--- src/rtl/ptw_pkg.sv ---
`timescale 1ns/1ps
package ptw_pkg;
    localparam int VA_W        = 64;
    localparam int VA_TOP_BIT  = 47;
    localparam int PA_W        = 52;
    localparam int ENTRY_W     = 64;
    localparam int PAGE_SHIFT  = 12;
    localparam int IDX_W       = 9;
    localparam int LEVELS      = 4;
    localparam int LVL_W       = $clog2(LEVELS);
    localparam int CNT_W       = $clog2(LEVELS + 1);
    localparam int ENTRY_SHIFT = 3;
    localparam int PRESENT_BIT = 0;
    localparam int LARGE_BIT   = 7;
    // levels (by index, 0 = last) where a large-page leaf is honoured
    localparam logic [LEVELS-1:0] LARGE_OK = 4'b0110;

    typedef logic [PA_W-1:0]    pa_t;
    typedef logic [VA_W-1:0]    va_t;
    typedef logic [IDX_W-1:0]   idx_t;
    typedef logic [LVL_W-1:0]   lvl_t;
    typedef logic [ENTRY_W-1:0] entry_t;
    typedef logic [CNT_W-1:0]   cnt_t;

    typedef enum logic [1:0] {
        PG_4K = 2'd0,
        PG_2M = 2'd1,
        PG_1G = 2'd2
    } pg_size_e;

    typedef enum logic [1:0] {
        ST_IDLE,
        ST_REQ,
        ST_WAIT,
        ST_DONE
    } walk_state_e;

    typedef enum logic [1:0] {
        ACT_DESCEND,
        ACT_LEAF,
        ACT_FAULT
    } entry_act_e;

    typedef struct packed {
        entry_act_e act;
        pg_size_e   size;
        pa_t        base;
    } entry_dec_t;

    typedef struct packed {
        logic     fault;
        pg_size_e size;
        pa_t      pa;
    } walk_result_t;

    function automatic pg_size_e lvl_size(input lvl_t lvl);
        case (lvl)
            lvl_t'(1): return PG_2M;
            lvl_t'(2): return PG_1G;
            default:   return PG_4K;
        endcase
    endfunction

    function automatic pa_t align_page(input pa_t a);
        return {a[PA_W-1:PAGE_SHIFT], {PAGE_SHIFT{1'b0}}};
    endfunction
endpackage

--- src/rtl/ptw_va_split.sv ---
`timescale 1ns/1ps
module ptw_va_split
    import ptw_pkg::*;
(
    input  va_t  va,
    output logic canonical,
    output idx_t idx [LEVELS]
);
    localparam int EXT_W = VA_W - VA_TOP_BIT;

    logic [EXT_W-1:0] ext_bits;
    assign ext_bits  = va[VA_W-1:VA_TOP_BIT];
    assign canonical = (ext_bits == {EXT_W{1'b0}}) || (ext_bits == {EXT_W{1'b1}});

    logic unused_va_lo;
    assign unused_va_lo = ^va[PAGE_SHIFT-1:0];

    generate
        for (genvar g = 0; g < LEVELS; g++) begin : g_idx
            assign idx[g] = va[PAGE_SHIFT + IDX_W*g +: IDX_W];
        end
    endgenerate
endmodule

--- src/rtl/ptw_entry_decode.sv ---
`timescale 1ns/1ps
module ptw_entry_decode
    import ptw_pkg::*;
(
    input  entry_t     entry,
    input  lvl_t       lvl,
    output entry_dec_t dec
);
    logic unused_entry;
    assign unused_entry = ^{entry[ENTRY_W-1:PA_W],
                            entry[PAGE_SHIFT-1:LARGE_BIT+1],
                            entry[LARGE_BIT-1:PRESENT_BIT+1]};

    always_comb begin
        dec.act  = ACT_DESCEND;
        dec.size = PG_4K;
        dec.base = {entry[PA_W-1:PAGE_SHIFT], {PAGE_SHIFT{1'b0}}};
        if (!entry[PRESENT_BIT]) begin
            dec.act = ACT_FAULT;
        end else if (lvl == '0) begin
            dec.act  = ACT_LEAF;
            dec.size = PG_4K;
        end else if (entry[LARGE_BIT] && LARGE_OK[lvl]) begin
            dec.act  = ACT_LEAF;
            dec.size = lvl_size(lvl);
        end
    end
endmodule

--- src/rtl/ptw_entry_addr.sv ---
`timescale 1ns/1ps
module ptw_entry_addr
    import ptw_pkg::*;
(
    input  pa_t  node,
    input  idx_t idx,
    output pa_t  addr
);
    assign addr = align_page(node) + (pa_t'(idx) << ENTRY_SHIFT);
endmodule

--- src/rtl/ptw_leaf_form.sv ---
`timescale 1ns/1ps
module ptw_leaf_form
    import ptw_pkg::*;
(
    input  pa_t  base,
    input  va_t  va,
    input  lvl_t lvl,
    output pa_t  pa
);
    pa_t cand [LEVELS];

    logic unused_va_hi;
    assign unused_va_hi = ^va[VA_W-1:PA_W];

    generate
        for (genvar g = 0; g < LEVELS; g++) begin : g_lvl
            localparam int OFF_W = PAGE_SHIFT + IDX_W*g;
            pa_t off_mask;
            assign off_mask = pa_t'((64'd1 << OFF_W) - 64'd1);
            assign cand[g]  = (base & ~off_mask) + (va[PA_W-1:0] & off_mask);
        end
    endgenerate

    assign pa = cand[lvl];
endmodule

--- src/rtl/ptw_walker.sv ---
`timescale 1ns/1ps
module ptw_walker
    import ptw_pkg::*;
(
    input  logic        clk,
    input  logic        rst,
    input  logic        req_valid,
    output logic        req_ready,
    input  logic [63:0] req_va,
    input  logic [51:0] root_base,
    output logic        mem_req_valid,
    output logic [51:0] mem_req_addr,
    input  logic        mem_rsp_valid,
    input  logic [63:0] mem_rsp_data,
    output logic        done,
    output logic        done_fault,
    output logic [51:0] done_pa,
    output logic [1:0]  done_size
);
    walk_state_e  state_q;
    lvl_t         lvl_q;
    pa_t          node_q;
    va_t          va_q;
    walk_result_t res_q;
    cnt_t         reqs_q;

    va_t        split_va;
    logic       canonical;
    idx_t       idx [LEVELS];
    entry_dec_t dec;
    pa_t        leaf_pa;
    pa_t        entry_addr;

    assign split_va = (state_q == ST_IDLE) ? req_va : va_q;

    ptw_va_split u_split (
        .va        (split_va),
        .canonical (canonical),
        .idx       (idx)
    );

    ptw_entry_addr u_addr (
        .node (node_q),
        .idx  (idx[lvl_q]),
        .addr (entry_addr)
    );

    ptw_entry_decode u_dec (
        .entry (mem_rsp_data),
        .lvl   (lvl_q),
        .dec   (dec)
    );

    ptw_leaf_form u_leaf (
        .base (dec.base),
        .va   (va_q),
        .lvl  (lvl_q),
        .pa   (leaf_pa)
    );

    always_ff @(posedge clk) begin
        if (rst) begin
            state_q <= ST_IDLE;
            lvl_q   <= '0;
            node_q  <= '0;
            va_q    <= '0;
            res_q   <= '0;
            reqs_q  <= '0;
        end else begin
            case (state_q)
                ST_IDLE: begin
                    if (req_valid) begin
                        va_q   <= req_va;
                        node_q <= root_base;
                        lvl_q  <= lvl_t'(LEVELS - 1);
                        reqs_q <= '0;
                        res_q  <= '0;
                        if (!canonical) begin
                            res_q.fault <= 1'b1;
                            state_q     <= ST_DONE;
                        end else begin
                            state_q <= ST_REQ;
                        end
                    end
                end
                ST_REQ: begin
                    reqs_q  <= reqs_q + 1'b1;
                    state_q <= ST_WAIT;
                end
                ST_WAIT: begin
                    if (mem_rsp_valid) begin
                        case (dec.act)
                            ACT_FAULT: begin
                                res_q.fault <= 1'b1;
                                state_q     <= ST_DONE;
                            end
                            ACT_LEAF: begin
                                res_q.pa   <= leaf_pa;
                                res_q.size <= dec.size;
                                state_q    <= ST_DONE;
                            end
                            default: begin
                                node_q  <= dec.base;
                                lvl_q   <= lvl_q - 1'b1;
                                state_q <= ST_REQ;
                            end
                        endcase
                    end
                end
                default: state_q <= ST_IDLE;
            endcase
        end
    end

    assign req_ready     = (state_q == ST_IDLE);
    assign mem_req_valid = (state_q == ST_REQ);
    assign mem_req_addr  = entry_addr;
    assign done          = (state_q == ST_DONE);
    assign done_fault    = res_q.fault;
    assign done_pa       = res_q.pa;
    assign done_size     = res_q.size;

    AST_NONCANON_FAST: assert property (@(posedge clk) disable iff (rst)
        (req_valid && req_ready && !canonical) |=> (done && done_fault && reqs_q == '0))
        else $error("non-canonical request not rejected at once");

    AST_ENTRY_ALIGN: assert property (@(posedge clk) disable iff (rst)
        mem_req_valid |-> (mem_req_addr[ENTRY_SHIFT-1:0] == '0))
        else $error("entry address not 8-byte aligned");

    AST_FAULT_ZERO: assert property (@(posedge clk) disable iff (rst)
        (done && done_fault) |-> (done_pa == '0 && done_size == 2'd0))
        else $error("fault result carries data");

    AST_SIZE_4K_READS: assert property (@(posedge clk) disable iff (rst)
        (done && !done_fault && done_size == PG_4K) |-> (reqs_q == cnt_t'(LEVELS)))
        else $error("4KB page without a full walk");

    AST_SIZE_1G_READS: assert property (@(posedge clk) disable iff (rst)
        (done && !done_fault && done_size == PG_1G) |-> (reqs_q == cnt_t'(LEVELS - 2)))
        else $error("1GB page with wrong read count");

    AST_SIZE_2M_READS: assert property (@(posedge clk) disable iff (rst)
        (done && !done_fault && done_size == PG_2M) |-> (reqs_q == cnt_t'(LEVELS - 1)))
        else $error("2MB page with wrong read count");

    AST_REQ_PULSE: assert property (@(posedge clk) disable iff (rst)
        mem_req_valid |=> !mem_req_valid)
        else $error("memory request longer than one cycle");

    AST_READ_BOUND: assert property (@(posedge clk) disable iff (rst)
        done |-> (reqs_q <= cnt_t'(LEVELS)))
        else $error("more reads than levels");

    AST_DONE_PULSE: assert property (@(posedge clk) disable iff (rst)
        done |=> (!done && req_ready))
        else $error("done not a single pulse followed by ready");
endmodule

--- config.mk ---
export PLATFORM = sky130hd
export DESIGN_NAME = ptw_walker
export DESIGN_NICKNAME = d
export VERILOG_FILES = /design/src/rtl/ptw_pkg.sv /design/src/rtl/ptw_va_split.sv /design/src/rtl/ptw_entry_decode.sv /design/src/rtl/ptw_entry_addr.sv /design/src/rtl/ptw_leaf_form.sv /design/src/rtl/ptw_walker.sv
export SDC_FILE = /design/constraint.sdc
export NUM_CORES = 1
export LEC_CHECK = 0
export CAP_MARGIN = 25
export CORE_MARGIN = 2
export CORE_UTILIZATION = 35
export CTS_CLUSTER_SIZE = 30
export DETAILED_ROUTE_END_ITERATION = 7
export PLACE_DENSITY_LB_ADDON = 0.1
export SLEW_MARGIN = 30
export SYNTH_ARGS = -nofsm -noshare
export SYNTH_HDL_FRONTEND = slang
export SYNTH_SLANG_ARGS = --single-unit
--- constraint.sdc ---
create_clock -name clk -period 3.4 [get_ports clk]
set_clock_uncertainty 0.2 [all_clocks]
set_input_delay 0.68 -clock clk [delete_from_list [all_inputs] [get_ports clk]]
set_output_delay 0.68 -clock clk [all_outputs]
set_load 0.1 [all_outputs]
# Word level (Yosys, flattened, before mapping)
# Index checks and enable logic that the tools add are counted.
[word_totals]
register_bits = 175
out_inout_bits = 110
word_cells = 74
[op_classes]
addsub = 6
order_cmp = 2
n_eq_ne = 13
muxes = 33
n_bitwise = 1
reduce_logical = 12
[op_table]
columns = ["op", "count"]
rows = [
  ["52-bit two-way mux", 5],
  ["55-bit two-way mux", 2],
  ["55-bit case mux with 2 select lines", 1],
  ["52-bit by 12-bit adder with 52-bit output", 2],
  ["52-bit binary-select mux with 2-bit select", 1],
  ["52-bit case mux with 2 select lines", 1],
  ["64-bit two-way mux", 1],
  ["54-bit two-way mux", 1],
  ["52-bit by 21-bit adder with 52-bit output", 1],
  ["52-bit by 30-bit adder with 52-bit output", 1],
  ["52-bit by 39-bit adder with 52-bit output", 1],
  ["9-bit binary-select mux with 2-bit select", 1],
  ["2-bit two-way mux", 9],
  ["9-bit two-way mux", 2],
  ["17-bit == test, second input constant", 1],
  ["17-bit logical NOT", 1],
  ["4-bit AND reduction", 3],
  ["2-bit == test, second input constant", 4],
  ["2-bit inequality test, second input constant", 4],
  ["2-bit case mux with 2 select lines", 2],
  ["2-bit by 1-bit == test with 1-bit output, second input constant", 3],
  ["2-bit case mux with 3 select lines", 1],
  ["2-bit logical NOT", 2],
  ["4-bit two-way mux", 1],
  ["13 further kinds", 16],
]

# Depth between registers and ports, before layout
[logic_depth]
ltp_word = 11
mapped_depth = 10
ltp_nobuf = 7

# By module
# Synthesis repeated with hierarchy kept, for this count alone.
[unflattened]
cells_unflattened = 975
hier_area_um2 = 9733.1
[by_module_without_submodules]
columns = ["mod", "n_inst", "cells_each", "area_per_inst_um2", "seq_area_each_um2"]
rows = [
  ["ptw_walker", 1, 755, 7927.6, 3503.4],
  ["ptw_leaf_form", 1, 55, 568.0, 0.0],
  ["ptw_entry_decode", 1, 64, 474.2, 0.0],
  ["ptw_entry_addr", 1, 53, 394.1, 0.0],
  ["ptw_va_split", 1, 48, 369.1, 0.0],
]

# Worst setup path before layout
# Ideal clock, no wire load.
[synth_path]
path_type = "register to output"
startpoint = "reg state_q[1]"
endpoint = "out mem_req_addr[10]"
arrival_time_ns = 2.218
required_ns = 2.520
setup_slack_ns = 0.302
path_stages_with_launch = 7
path_buffers = 2
cell_sequence = "dfxtp_1 buf_4 nor2_2 buf_4 mux4_2 nand2_1 nand2_1"
[synth_via]
elab_chain_cells = 6
[synth_lines]
columns = ["item", "line", "text"]
rows = [
  ["start: declaration", "ptw_walker.sv:20", "walk_state_e state_q;"],
  ["start signal: assignment", "ptw_walker.sv:63", "state_q <= ST_IDLE;"],
  ["start signal: assignment", "ptw_walker.sv:80", "state_q <= ST_DONE;"],
  ["start signal: assignment", "ptw_walker.sv:82", "state_q <= ST_REQ;"],
  ["2-bit logical NOT", "n/a", ""],
  ["via req_ready", "ptw_walker.sv:8", "output logic req_ready,"],
  ["64-bit two-way mux", "ptw_walker.sv:34", "assign split_va = (state_q == ST_IDLE) ? req_va : va_q;"],
  ["9-bit binary-select mux with 2-bit select", "ptw_walker.sv:44", ".idx (idx[lvl_q]),"],
  ["9-bit two-way mux (implied by the code) (2 in a row)", "ptw_walker.sv:44", ""],
  ["52-bit by 12-bit adder with 52-bit output", "ptw_entry_addr.sv:9", "assign addr = align_page(node) + (pa_t'(idx) << ENTRY_SHIFT);"],
  ["end: declaration", "ptw_walker.sv:12", "output logic [51:0] mem_req_addr,"],
]
# The timed path passes the listed nets, and every way through them passes these cells. The select of a mux whose other input is x is not followed.

# Worst setup path in the final report
[layout_path]
startpoint = "reg state_q[0]"
endpoint = "out mem_req_addr[5]"
[layout_via]
elab_chain_cells = 6
[layout_lines]
columns = ["item", "line"]
rows = [
  ["2-bit logical NOT", "ptw_walker.sv:34"],
  ["64-bit two-way mux", "ptw_walker.sv:34"],
  ["9-bit binary-select mux with 2-bit select", "ptw_walker.sv:44"],
  ["9-bit two-way mux (implied by the code) (2 in a row)", "ptw_walker.sv:44"],
  ["52-bit by 12-bit adder with 52-bit output", "ptw_entry_addr.sv:9"],
]
# Every way passes these cells. The select of a mux whose other input is x is not followed.

==> impl_metrics.py <==
metrics = {
    "critical_path": {
        "worstReg2RegStart": "lvl_q[0]",
        "crit_fanout": 17,
        "path_class": "flip-flop to output pin",
        "reg2reg_depth": 8,
        "worstSetupEndpointType": "output pin",
        "crit_path_start_kind": "flip-flop",
        "crit_arrival_ps": 2260,
        "rrSetupSlack_ps": 590,
        "worstPathRequired_ps": 2520,
        "rr_endpoint": "done_pa[50]",
    },
    "yosys": {
        "synth_top_area_share_pct": 44.1,
        "synth-simple-area-share_pct": 24.2,
        "synth.distinct_cells": 34,
        "ys_seq_elements": 163,
        "synth_top_family_by_area": "simple AND/OR/NAND/NOR gates",
        "synth_ff_type": "dfxtp_1",
        "synth.area.top_cells": "dfxtp_1, nand2_1, a21oi_1",
        "synthAdderAreaFrac_pct": 0.508,
        "synth_area_mm2": 0.00739,
        "synthTopCellsByCount": "nand2_1, dfxtp_1, a21oi_1",
        "synth_enable_flop_cells": 0,
        "synthMuxAreaShare_pct": 9.73,
        "synth_xor_area_share_pct": 0,
        "synth_compound_area_share_pct": 15.9,
        "synth_warnings": 0,
        "async_flop_share_pct": 0,
        "postSynthAreaPerCell_um2": 8.27,
        "synth_seq_area_share_pct": 44.1,
        "syn_inst": 894,
        "yosysMostFrequentCell": "nand2_1",
        "yosys.area.top_type": "dfxtp_1",
    },
    "routing": {
        "vias": 7021,
        "drtIter0Drc": 289,
        "post_drt_wl_per_cell_um": 17.1,
        "ant_nets": 0,
        "drtPass1Iterations": 4,
        "drc": 0,
        "drt-total-wl_mm": 23.9,
        "vias_per_cell": 5.02,
    },
    "cts": {
        "cts_hold_buf": 0,
        "insertion_delay_ps": 430,
        "root_buffer": "clkbuf_16",
        "clockBufferDepth": 2,
        "htreeDepth": 4,
        "cts_buffers": 17,
        "clock-sinks": 163,
        "clk_pin_slew_ps": 70,
        "cts_tree": "done",
    },
    "floorplan": {
        "core_area_mm2": 0.0209,
        "num_io_pins": 294,
        "initial_core_util_pct": 35.4,
        "die_w_um": 149,
        "die_h_um": 149,
        "dieArea_mm2": 0.0223,
        "fp-row-count": 53,
    },
    "hold_path": {
        "min_to": "done_pa[38]",
        "hp-start": "done_pa[38]",
        "worstHoldPathCells": 2,
        "holdCritPathClass": "flip-flop to flip-flop",
    },
    "pwr": {
        "p_leak_nw": 4.02,
        "total_power_w": 0.00833,
        "power.density_mw_per_mm2": 784,
        "irDropWorstVdd_mv": 0.574,
    },
    "finish": {
        "utilization_pct": 50.8,
        "final_nets": 1295,
        "final_layout_size_suffix_gt1_share_pct": 21.2,
        "design_area_mm2": 0.0106,
        "nFillCells": 2091,
        "syn2layout_area_growth_pct": 43.6,
        "multi_input_area_mm2": 0.00377,
        "area.sequential_mm2": 0.00326,
    },
    "sta": {
        "fin_crit_sh_pct": 92.4,
        "period_needed_ps": 3140,
        "finalSetupViolCount": 0,
        "tns_ps": 0,
        "fmax_mhz": 318,
        "max_slew_margin_pct": 54.0,
        "setup_slack_ps": 259,
        "rsz0062_at_grt": "no",
        "max_slew.worst_pin.slew_ps": 691,
        "slew_viol_final": 0,
        "hold_violations": 0,
    },
    "placed_design": {
        "hpwlAfterDp_mm": 16.3,
        "io_buffer_count": 256,
        "pre_cts_slack_ps": 473,
        "detailed_place.area_mm2": 0.0100,
        "gp_congestion": 0.745,
    },
    "global_route": {
        "grt_max_degree": 77,
        "grt_pass1_vias": 6599,
        "grt_usage_pct": 21.3,
        "antenna_found_initial": 2,
        "grt_pass1_wl_mm": 37.1,
        "grt-ovfl-total": 0,
    },
    "run": {
        "drv_cap": 0,
    },
    "outcome": {
        "status": "finished, final reports clean",
    },
}
state kept, by name, indices dropped and copies added, names as in the netlist:
register    cells
done_size       2
lvl_q           2
done_fault      1
node_q         40
state_q         2
done_pa        52
va_q           64
metrics by stage:
| stage | hold WS (ps) | instances |
|---|---|---|
| finish | 251 | 1398 |
| global route | 264 | 1398 |
| CTS | 253 | 1395 |
| detailed placement | 243 | 1363 |
| global placement | 238 | 1363 |
| floorplan | 233 | 896 |
power breakdown:
| group | internal, W | switching [W] |
|---|---|---|
| Sequential | 0.00217 | 0.000171 |
| Clock | 0.00108 | 0.000866 |
| Combinational | 0.00119 | 0.00285 |
| Total | 0.00444 | 0.00389 |
metal layers:
metal  up-vias  share of wire (%)  GRT usage, %
li1       3505                  -             -
met5         -                  0             0
met1      3306                 46          29.5
met3        20                4.8          3.36
met4         0                1.4          6.76
met2       190                 47          34.0
worst max-delay path by stage:
stage	start	endpoint	slack, ps	cells after the start
4_1_cts	state_q[1]	mem_req_addr[5]	30	6
6_report	state_q[0]	mem_req_addr[5]	260	6
3_3_place_gp	req_va[23]	mem_req_addr[5]	470	5
3_5_place_dp	req_va[47]	mem_req_addr[11]	470	5
5_1_grt	state_q[0]	mem_req_addr[5]	160	6
2_1_floorplan	state_q[1]	mem_req_addr[10]	300	6
kinds of logic (layout without fill, tap and decap cells):
logic type,Yosys count,count (layout)
adders and majority gates,3,3
and+or+nand+nor,433,433
DFF,163,163
other,1,5
muxes,46,46
AOI/OAI and AO/OA,167,167
buffers and inverters,81,306
placed cells by master (no fill, tap or decap), drive strengths merged:
master / Yosys / routed
clkdlybuf4s50: 0 / 148
mux4: 18 / 18
or2: 1 / 1
conb: 1 / 3
inv: 2 / 9
clkinv: 1 / 6
a21oi: 122 / 122
nor3b: 1 / 1
nand2: 296 / 296
o22ai: 1 / 1
mux2i: 1 / 1
a211oi: 1 / 1
nand3: 56 / 56
clkbuf: 34 / 19
nor2b: 2 / 2
nor3: 4 / 4
or4: 3 / 3
o21ai: 2 / 2
nor4: 8 / 8
and4: 1 / 1
diode: 0 / 2
nand4: 10 / 10
bufinv: 0 / 1
nand2b: 1 / 1
a311oi: 41 / 41
ha: 3 / 3
dfxtp: 163 / 163
nor2: 47 / 47
mux2: 27 / 27
buf: 44 / 123
and2: 3 / 3
critical path, cell delays in order (launching register included):
cell and delay, ps:
dfxtp_1 440, nor2_4 190, buf_12 200, mux4_2 550, nand2_1 110, nand2_1 140, buf_12 190
layout make-up:
type | instances | area share (%)
multi-input cells | 652 | 35.5
flip-flops and latches | 163 | 30.7
repair buffers | 271 | 24.8
clock buffers | 19 | 4.27
well taps | 275 | 3.24
clock inverters | 13 | 1.32
inverters | 3 | 0.106
diodes | 2 | 0.0471
timing repair:
item,4_1_cts,5_1_grt
buffers inserted,0,1
gates resized for setup,0,0
setup endpoints to repair,0,2
Power figures use the tool's default switching activity.
